### src/rtl/hbg_pkg.sv
package hbg_pkg;

  typedef struct packed {
    logic tp;
    logic psf;
    logic ol;
    logic sc;
  } hbg_flags_t;

  // gate enable of one switch: own command, partner not commanded, not tripped, stage allowed
  function automatic logic leg_gate(input logic want, input logic partner,
                                    input logic tripped, input logic allow);
    return want & ~partner & ~tripped & allow;
  endfunction

  // next value of a per-switch trip latch
  function automatic logic trip_next(input logic tripped, input logic rearm,
                                     input logic on, input logic hot,
                                     input logic shorted, input logic ocs);
    if (rearm) return 1'b0;
    return tripped | (on & (hot | (shorted & ocs)));
  endfunction

  // sticky flag update: a set event wins over a clear
  function automatic logic sticky_next(input logic cur, input logic set_evt,
                                       input logic clr);
    return set_evt | (cur & ~clr);
  endfunction

endpackage

### src/rtl/hbg_leg.sv
module hbg_leg (
  input  logic clk,
  input  logic rst_n,
  input  logic load,
  input  logic cmd_hi_in,
  input  logic cmd_lo_in,
  input  logic ocs_en,
  input  logic allow,
  input  logic sc_hi,
  input  logic sc_lo,
  input  logic ot_hi,
  input  logic ot_lo,
  input  logic ol_hi,
  input  logic ol_lo,
  output logic gate_hi,
  output logic gate_lo,
  output logic sc_evt,
  output logic ol_evt
);
  logic want_hi_q, want_lo_q;
  logic trip_hi_q, trip_lo_q;

  always_ff @(posedge clk or negedge rst_n) begin
    if (!rst_n) begin
      want_hi_q <= 1'b0;
      want_lo_q <= 1'b0;
    end else if (load) begin
      want_hi_q <= cmd_hi_in;
      want_lo_q <= cmd_lo_in;
    end
  end

  always_ff @(posedge clk or negedge rst_n) begin
    if (!rst_n) begin
      trip_hi_q <= 1'b0;
      trip_lo_q <= 1'b0;
    end else begin
      trip_hi_q <= hbg_pkg::trip_next(trip_hi_q, load, gate_hi, ot_hi, sc_hi, ocs_en);
      trip_lo_q <= hbg_pkg::trip_next(trip_lo_q, load, gate_lo, ot_lo, sc_lo, ocs_en);
    end
  end

  assign gate_hi = hbg_pkg::leg_gate(want_hi_q, want_lo_q, trip_hi_q, allow);
  assign gate_lo = hbg_pkg::leg_gate(want_lo_q, want_hi_q, trip_lo_q, allow);

  assign sc_evt = ocs_en & ((gate_hi & sc_hi) | (gate_lo & sc_lo));
  assign ol_evt = (gate_hi & ol_hi) | (gate_lo & ol_lo);

  // never both switches of a leg
  p_no_shoot_r3: assert property (@(posedge clk) disable iff (!rst_n)
    !(gate_hi && gate_lo));

  // overtemperature on a conducting switch removes it next cycle
  p_ot_trip_hi_r6: assert property (@(posedge clk) disable iff (!rst_n)
    (gate_hi && ot_hi && !load) |=> !gate_hi);
  p_ot_trip_lo_r6: assert property (@(posedge clk) disable iff (!rst_n)
    (gate_lo && ot_lo && !load) |=> !gate_lo);

endmodule

### src/rtl/hbg_flags.sv
module hbg_flags (
  input  logic               clk,
  input  logic               rst_n,
  input  logic               clr,
  input  logic               sc_any,
  input  logic               ol_any,
  input  logic               uv,
  input  logic               prewarn,
  output hbg_pkg::hbg_flags_t flags
);
  hbg_pkg::hbg_flags_t flags_q;

  always_ff @(posedge clk or negedge rst_n) begin
    if (!rst_n) begin
      flags_q <= '0;
    end else begin
      flags_q.sc  <= hbg_pkg::sticky_next(flags_q.sc,  sc_any, clr);
      flags_q.ol  <= hbg_pkg::sticky_next(flags_q.ol,  ol_any, clr);
      flags_q.psf <= hbg_pkg::sticky_next(flags_q.psf, uv,     clr);
      flags_q.tp  <= prewarn;
    end
  end

  assign flags = flags_q;

  // a short event always lands in the flag
  p_sc_set_r4: assert property (@(posedge clk) disable iff (!rst_n)
    sc_any |=> flags_q.sc);
  // clear without a new event empties the flag
  p_clr_sc_r12: assert property (@(posedge clk) disable iff (!rst_n)
    (clr && !sc_any) |=> !flags_q.sc);
  p_clr_psf_r12: assert property (@(posedge clk) disable iff (!rst_n)
    (clr && !uv) |=> !flags_q.psf);
  // undervoltage recorded
  p_psf_set_r10: assert property (@(posedge clk) disable iff (!rst_n)
    uv |=> flags_q.psf);
  // prewarning reaches its status bit
  p_tp_r13: assert property (@(posedge clk) disable iff (!rst_n)
    prewarn |=> flags_q.tp);

endmodule

### src/rtl/hb_guard.sv
module hb_guard #(
  parameter int NLEG = 3
) (
  input  logic            clk,
  input  logic            rst_n,
  input  logic            cmd_load,
  input  logic [NLEG-1:0] cmd_hi,
  input  logic [NLEG-1:0] cmd_lo,
  input  logic            ocs_en,
  input  logic            clr_stat,
  input  logic [NLEG-1:0] sc_hi,
  input  logic [NLEG-1:0] sc_lo,
  input  logic [NLEG-1:0] ol_hi,
  input  logic [NLEG-1:0] ol_lo,
  input  logic [NLEG-1:0] ot_hi,
  input  logic [NLEG-1:0] ot_lo,
  input  logic            prewarn,
  input  logic            uv,
  input  logic            inh_n,
  output logic [NLEG-1:0] gate_hi,
  output logic [NLEG-1:0] gate_lo,
  output logic [NLEG-1:0] stat_hi,
  output logic [NLEG-1:0] stat_lo,
  output logic            flag_sc,
  output logic            flag_ol,
  output logic            flag_psf,
  output logic            flag_tp
);
  logic                stage_allow;
  logic [NLEG-1:0]     leg_sc_evt;
  logic [NLEG-1:0]     leg_ol_evt;
  hbg_pkg::hbg_flags_t flags;

  assign stage_allow = inh_n & ~uv;

  for (genvar i = 0; i < NLEG; i++) begin : g_leg
    hbg_leg u_leg (
      .clk       (clk),
      .rst_n     (rst_n),
      .load      (cmd_load),
      .cmd_hi_in (cmd_hi[i]),
      .cmd_lo_in (cmd_lo[i]),
      .ocs_en    (ocs_en),
      .allow     (stage_allow),
      .sc_hi     (sc_hi[i]),
      .sc_lo     (sc_lo[i]),
      .ot_hi     (ot_hi[i]),
      .ot_lo     (ot_lo[i]),
      .ol_hi     (ol_hi[i]),
      .ol_lo     (ol_lo[i]),
      .gate_hi   (gate_hi[i]),
      .gate_lo   (gate_lo[i]),
      .sc_evt    (leg_sc_evt[i]),
      .ol_evt    (leg_ol_evt[i])
    );
  end

  hbg_flags u_flags (
    .clk     (clk),
    .rst_n   (rst_n),
    .clr     (clr_stat),
    .sc_any  (|leg_sc_evt),
    .ol_any  (|leg_ol_evt),
    .uv      (uv),
    .prewarn (prewarn),
    .flags   (flags)
  );

  assign stat_hi  = gate_hi;
  assign stat_lo  = gate_lo;
  assign flag_sc  = flags.sc;
  assign flag_ol  = flags.ol;
  assign flag_psf = flags.psf;
  assign flag_tp  = flags.tp;

  // standby masks every gate
  p_standby_off_r11: assert property (@(posedge clk) disable iff (!rst_n)
    !inh_n |-> (gate_hi == '0 && gate_lo == '0));
  // undervoltage masks every gate
  p_uv_off_r10: assert property (@(posedge clk) disable iff (!rst_n)
    uv |-> (gate_hi == '0 && gate_lo == '0));

endmodule

### config.mk
export PLATFORM = sky130hd
export DESIGN_NAME = hb_guard
export DESIGN_NICKNAME = d
export VERILOG_FILES = /design/src/rtl/hbg_pkg.sv /design/src/rtl/hbg_leg.sv /design/src/rtl/hbg_flags.sv /design/src/rtl/hb_guard.sv
export SDC_FILE = /design/constraint.sdc
export NUM_CORES = 1
export LEC_CHECK = 0
export BUFFER_PORTS_ARGS = -buffer_cell sky130_fd_sc_hd__buf_2
export CORE_UTILIZATION = 40
export CTS_CLUSTER_SIZE = 8
export DETAILED_ROUTE_END_ITERATION = 6
export HOLD_SLACK_MARGIN = 0.06
export PLACE_DENSITY = 0.73
export SYNTH_ARGS = -nofsm -noshare
export SYNTH_HDL_FRONTEND = slang
export SYNTH_SLANG_ARGS = --single-unit
export TNS_END_PERCENT = 1
### constraint.sdc
create_clock -name clk -period 1.6 [get_ports clk]
set_input_delay 0.32 -clock clk [delete_from_list [all_inputs] [get_ports clk]]
set_output_delay 0.32 -clock clk [all_outputs]
set_load 0.1 [all_outputs]
==> results of run 1 <==
logic make-up (layout without fill, tap and decap cells):
| family | count (synthesis) | after routing | share of synthesized area |
|---|---|---|---|
| buf+inv | 19 | 72 | 0.146 |
| simple gates | 24 | 24 | 0.196 |
| compound gates | 19 | 19 | 0.144 |
| mux | 6 | 6 | 0.0742 |
| flops | 16 | 16 | 0.440 |
cell type report:
| type | count | area, sq um |
|---|---|---|
| clock buffer | 4 | 36.3 |
| fill | 152 | 556 |
| inverter | 4 | 15.0 |
| multi-input combinational | 49 | 415 |
| sequential | 16 | 400 |
| tap | 27 | 33.8 |
| timing repair buffer | 64 | 586 |
metrics by stage:
step | total power (W) | instances
after floorplan | 0.000731 | 84
after global placement | 0.000873 | 155
after detailed placement | 0.000880 | 155
after CTS | 0.00118 | 164
after global routing | 0.00123 | 164
final | 0.00117 | 164
sequential cells by signal (all words and copies together), names as in the netlist:
register / cells
g_leg.u_leg.trip_lo_q: 3
g_leg.u_leg.want_lo_q: 3
g_leg.u_leg.trip_hi_q: 3
u_flags.flags: 4
g_leg.u_leg.want_hi_q: 3
cell usage in the layout, fill, tap and decap left out, drive strengths merged:
cell and count:
inv 4, dlygate4sd3 1, nand4bb 2, clkbuf 4
nor3 3, a221oi 1, a21oi 7, nor2 9
a22oi 1, or3b 3, mux2 6, a21o 7
o21a 1, nand2b 1, nand4 1, a221o 2
dfrtp 16, nor4b 3, buf 63, nand2 2
worst max-delay path: cells and delay by family, from the launching register on:
family                 cells  cell delay, ns
flip-flops                 1            0.39
buffers and inverters      2            0.30
AND/OR/NAND/NOR            2            0.53
power by group through the flow:
stage	Sequential [W]	Combinational [W]	Clock, W
6_report	0.000456	0.000448	0.000265
5_1_grt	0.000461	0.000469	0.000302
4_1_cts	0.000456	0.000447	0.000279
3_5_place_dp	0.000462	0.000418	0
3_3_place_gp	0.000460	0.000412	0
2_1_floorplan	0.000542	0.000189	0
path summary, 6_finish.rpt:
kind	startpoint	endpoint	slack, ns	depth (start not counted)
max	g_leg[1].u_leg.want_hi_q	stat_lo[1]	-0.22	4
min	prewarn	u_flags.flags[3]	0.15	1
max reg2reg	g_leg[1].u_leg.want_lo_q	u_flags.flags[1]	0.07	7
min reg2reg	u_flags.flags[2]	u_flags.flags[2]	0.49	1
max in group asynchronous	rst_n	g_leg[1].u_leg.want_lo_q	0.86	2
min in group asynchronous	rst_n	g_leg[0].u_leg.want_lo_q	0.47	2
repair_timing:
| action | 4_1_cts | 5_1_grt |
|---|---|---|
| endpoints found under the hold margin | 16 | 0 |
| setup endpoints to repair | 12 | 13 |
| resized for setup | 11 | 1 |
| pin swaps | 4 | 2 |
| hold buffers | 1 | 0 |
| setup buffers | 4 | 0 |
layer usage:
layer,up-vias,share of wire,global-route usage
met5,-,0,0
met4,0,0.012,0.0714
li1,390,-,-
met3,4,0.054,0.0370
met1,383,0.43,0.260
met2,37,0.51,0.374
==> flow_summary_export.csv, run 1 <==
group,metric,value,unit
worst_setup_path,critical_path_class,"reg2out",
sta,fin_worst_skew,0.000561,ns
cells_and_area,n_antenna_cell,0,
routing,first_pass_iters,4,
power,p_switching,0.000420,W
clock_tree,cts_buffer_depth,2,
floorplanning,io_pins,48,
cells_and_area,drive_above_1_share,0.547,
global_route,grt_max_degree,17,
worst_setup_path,cp_slowest_cell,"or3b_4",
yosys,netlist_instances,84,
outcome,violations,"setup timing",
sta,rsz0062_at_grt,"true",
yosys,yosys_warnings,0,
power,power_frac_comb,0.383,
clock_tree,htree_levels,1,
cells_and_area,fin_nets,170,
routing,vias,814,
power,peakVddDrop,0.507,mV
floorplanning,dieArea,2470,sq um
routing,wirelength,2.33,mm
power,power.leakage,0.729,nW
yosys,ys_seq_elements,16,
global_route,grt_pass1_vias,881,
yosys,synth_fp_nets,116,
cells_and_area,final_cell_area,1490,sq um
floorplanning,core,2040,sq um
yosys,synthMostInstantiatedCell,"dfrtp_1",
worst_setup_path,critical_path_required,1.28,ns
routing,avgViaCountPerCell,4.96,
worst_setup_path,cp.arrival,1.50,ns
routing,post_drt_wl_per_cell,14.2,um
worst_setup_path,cp-start-kind,"register",
clock_tree,clock_latency,0.28,ns
sta,fin_crit,1.82,ns
sta,post-route-period-util,1.14,
sta,max_freq,548,MHz
global_route,track_usage,0.213,
yosys,synth_cell_types,22,
yosys,ys_top_cells_by_area,"dfrtp_1 44%, buf_4 9.9%, mux2_1 7.4%",
power,p_seq_frac,0.390,
floorplanning,die_y,49.7,um
global_route,grt_pass1_wl,3.88,mm
place,port_buffers,47,
clock_tree,cts.reportedPaths.clkPinSlew,0.09,ns
min_path,hold_path_class,"in2reg",
yosys,ys_top_cells_by_count,"16 x dfrtp_1, 12 x buf_4, 9 x nor2_1, 7 x a21o_1, 7 x a21oi_1",
sta,hold_violations,0,
power,pwr-share-clk,0.226,
floorplanning,num_rows,16,
cells_and_area,syn2layout_area_growth,63.2,%
power,p_sw_frac,0.360,
yosys,avgSynthCellArea,10.8,sq um
sta,tightest_slew,0.484,ns
worst_setup_path,cp-end-kind,"output port",
flow_run,cap_violations,0,
floorplanning,start_util,0.446,
global_route,antenna_found_initial,0,
clock_tree,clock-sinks,16,
power,p_int,0.000749,W
cells_and_area,fin_util,0.728,
yosys,yosysTopAreaCell,"dfrtp_1",
sta,holdWs,0.147,ns
clock_tree,cts-root-buf,"clkbuf_4",
outcome,status,"finished with violations",
yosys,synth_top_area_frac,0.440,
global_route,gr-total-overflow,0,
routing,ant_nets,0,
place,preCtsSetupSlack,-0.00270,ns
sta,slew_viol_final,0,
sta,setup_slack,-0.224,ns
power,pwr_density_cell,786,nW/um^2
yosys,synth_area,911,sq um
yosys,seq_area_frac_synth,0.440,
clock_tree,cts_made_buffers,3,
place,gp_congestion,0.759,
floorplanning,die_w,49.7,um
yosys,async_flop_share,1.00,
routing,drc,0,
routing,drtIter0Drc,13,
yosys,ys.flop_type,"dfrtp_1",
yosys,synth_edf_count,0,
worst_setup_path,crit_chain,"or3b_4, nor2_4, buf_6, buf_12",
sta,setup_tns,-2.07,ns
worst_setup_path,slowest_delay,0.42,ns
place,placed_area,1360,sq um
worst_setup_path,worstPathMaxFanout,3,
sta,setup_viol,12,
clock_tree,cts_tree,"done",
sta,slew_headroom,0.679,
(Power assumes the default switching activity.)
==> run 2, diff against run 1 <==
Settings changed: ABC_AREA set to 1, CTS_CLUSTER_DIAMETER set to 30, PLACE_DENSITY 0.73 to 0.72, SETUP_SLACK_MARGIN set to 0.05.
==> flow_summary_export.csv, run 2 <==
group,metric,value,unit
outcome,status,"finished with violations",
outcome,violations,"setup timing",
place,hpwl,1.73,mm
yosys,synth_cell_types,23,
floorplanning,io_pins,48,
sta,setup_slack,-0.0681,ns
yosys,ys_seq_elements,16,
routing,wirelength,2.37,mm
cells_and_area,final_cells,190,
clock_tree,cts_buffer_depth,2,
worst_setup_path,reg2reg_from,"g_leg[1].u_leg.want_hi_q",
floorplanning,dieArea,2670,sq um
power,p_seq_frac,0.425,
yosys,synth_top_area_frac,0.406,
sta,fin_crit,1.67,ns
global_route,grt_pass1_wl,4.00,mm
yosys,seq_area_frac_synth,0.406,
global_route,grt.met2_usage,0.387,
yosys,yosysTopAreaCell,"dfrtp_1",
worst_setup_path,cp-end-kind,"output port",
worst_setup_path,reg2reg_slack,0.45,ns
sta,max_freq,599,MHz
yosys,ys_top_cells_by_count,"23 x nand2_1, 16 x dfrtp_1, 12 x buf_4, 10 x a21oi_1, 10 x nor2_1",
global_route,top_usage_layer,"met2",
routing,drc,0,
worst_setup_path,cp-start-kind,"register",
sta,post-route-period-util,1.04,
sta,rsz0062_at_grt,"true",
sta,slew_viol_final,0,
clock_tree,clock-sinks,16,
place,port_buffers,47,
sta,setup_viol,6,
clock_tree,cts-root-buf,"clkbuf_4",
cells_and_area,syn2layout_area_growth,47.8,%
clock_tree,cts_made_buffers,3,
power,peakVddDrop,0.454,mV
global_route,grt_pass1_vias,948,
power,pwr_density_cell,742,nW/um^2
global_route,grt_max_degree,19,
floorplanning,die_y,51.6,um
sta,tightest_slew,0.486,ns
power,p_int,0.000649,W
yosys,synthMostInstantiatedCell,"nand2_1",
yosys,async_flop_share,1.00,
power,power_frac_comb,0.379,
power,p_switching,0.000432,W
yosys,synth_edf_count,0,
min_path,min_from,"prewarn",
yosys,ys_top_cells_by_area,"dfrtp_1 41%, buf_4 9.1%, nand2_1 8.8%",
worst_setup_path,worstRegToRegCells,8,
global_route,antenna_found_initial,0,
yosys,synth_area,986,sq um
flow_run,cap_violations,0,
power,pwr-share-clk,0.196,
power,power.leakage,0.714,nW
worst_setup_path,worstPathMaxFanout,3,
power,p_sw_frac,0.400,
floorplanning,start_util,0.433,
yosys,netlist_instances,121,
min_path,holdPathStages,1,
worst_setup_path,r2r-end,"u_flags.flags[1]",
cells_and_area,n_antenna_cell,0,
yosys,yosys_warnings,0,
yosys,synth_fp_nets,153,
sta,slew_headroom,0.678,
sta,hold_violations,0,
cells_and_area,mostFrequentLayoutCells,"35 x buf_2, 22 x nand2_1, 15 x dfrtp_1, 12 x buf_12, 10 x a21oi_1",
sta,fin_worst_skew,0.00249,ns
cells_and_area,fin_nets,196,
yosys,avgSynthCellArea,8.15,sq um
routing,vias,932,
cells_and_area,layout_commonest_cell,"buf_2",
worst_setup_path,cp.arrival,1.35,ns
worst_setup_path,critical_path_required,1.28,ns
min_path,whs_endpoint,"u_flags.flags[3]",
min_path,hold_path_class,"in2reg",
yosys,ys.flop_type,"dfrtp_1",
routing,ant_nets,0,
floorplanning,num_rows,17,
routing,drtIter0Drc,7,
floorplanning,core,2280,sq um
global_route,met3_usage,0.0263,
sta,setup_tns,-0.242,ns
floorplanning,die_w,51.6,um
routing,first_pass_iters,4,
global_route,gr-total-overflow,0,
routing,post_drt_wl_per_cell,12.5,um
worst_setup_path,critical_path_class,"reg2out",
cells_and_area,drive_above_1_share,0.506,
routing,avgViaCountPerCell,4.91,
cells_and_area,largest_register_ffs,4,
clock_tree,cts_tree,"done",
global_route,globalRouteMet1Util,0.219,
clock_tree,htree_levels,1,
global_route,track_usage,0.204,
place,gp_congestion,0.848,
clock_tree,clock_latency,0.28,ns
clock_tree,cts.reportedPaths.clkPinSlew,0.09,ns
place,place_inst,183,
## run 2: changes by cell type after synthesis, moves of 4 or more
cell     change
a21o_1       -6
nand2_1     +21
nand3_1      +7
o21ai_0      +6
mux2_1       -6
inv_1        +4
## run 2: logic make-up (layout without fill, tap and decap cells)
group                  count (synthesis)  count (layout)  synth area share
AOI/OAI and AO/OA                     19              19             0.107
buffers and inverters                 29              70             0.174
DFF                                   16              16             0.406
and+or+nand+nor                       57              57             0.313
## run 2: repair_timing
| item | CTS | global route |
|---|---|---|
| endpoints found under the hold margin | 16 | 0 |
| pin swaps | 4 | 4 |
| resized for setup | 11 | 7 |
| setup endpoints to repair | 12 | 12 |
| hold buffers | 1 | 0 |
| setup buffers | 3 | 0 |
## run 2: worst max path at each step
stage | startpoint | endpoint | slack (ns) | cells after the start
detailed placement | uv | gate_hi[2] | 0.11 | 6
CTS | g_leg[0].u_leg.want_hi_q | gate_lo[0] | -0.07 | 3
global route | g_leg[0].u_leg.want_hi_q | gate_lo[0] | -0.11 | 3
finish | g_leg[0].u_leg.want_hi_q | gate_lo[0] | -0.07 | 3
floorplan | g_leg[1].u_leg.want_lo_q | gate_lo[1] | 0.22 | 3
global placement | uv | stat_hi[2] | 0.13 | 6
## run 2: critical path: stages (launching register included)
cell and delay, ns:
dfrtp_2 0.45, nor4_4 0.25, buf_4 0.18, buf_12 0.17
## run 2: layout make-up
| type | instances | area (sq um) |
|---|---|---|
| inverter | 14 | 67.6 |
| sequential | 16 | 402 |
| timing repair buffer | 53 | 470 |
| clock buffer | 3 | 22.5 |
| fill | 185 | 818 |
| tap | 28 | 35.0 |
| multi-input combinational | 76 | 460 |
## run 2: metrics by stage
step | total power, W | area, sq um | util | hold WS [ns] | setup slack [ns]
6_report | 0.00108 | 1460 | 0.640 | 0.134 | -0.0681
5_1_grt | 0.00113 | 1460 | 0.640 | 0.127 | -0.114
4_1_cts | 0.00108 | 1430 | 0.628 | 0.125 | -0.0746
3_5_place_dp | 0.000842 | 1340 | 0.589 | 0.252 | 0.106
3_3_place_gp | 0.000836 | 1340 | 0.589 | 0.249 | 0.127
2_1_floorplan | 0.000727 | 986 | - | 0.0244 | 0.221
## run 2: metal layers
layer | wire [um] | vias up
met5 | 0 | -
met4 | 42 | 0
met3 | 99 | 6
met2 | 1260 | 24
met1 | 968 | 438
li1 | - | 464
## run 2: power by group through the flow
stage / combinational (W) / sequential, W / clock, W
2_1_floorplan: 0.000189 / 0.000538 / 0
3_3_place_gp: 0.000375 / 0.000462 / 0
3_5_place_dp: 0.000379 / 0.000464 / 0
4_1_cts: 0.000402 / 0.000455 / 0.000221
5_1_grt: 0.000433 / 0.000463 / 0.000233
6_report: 0.000410 / 0.000460 / 0.000212
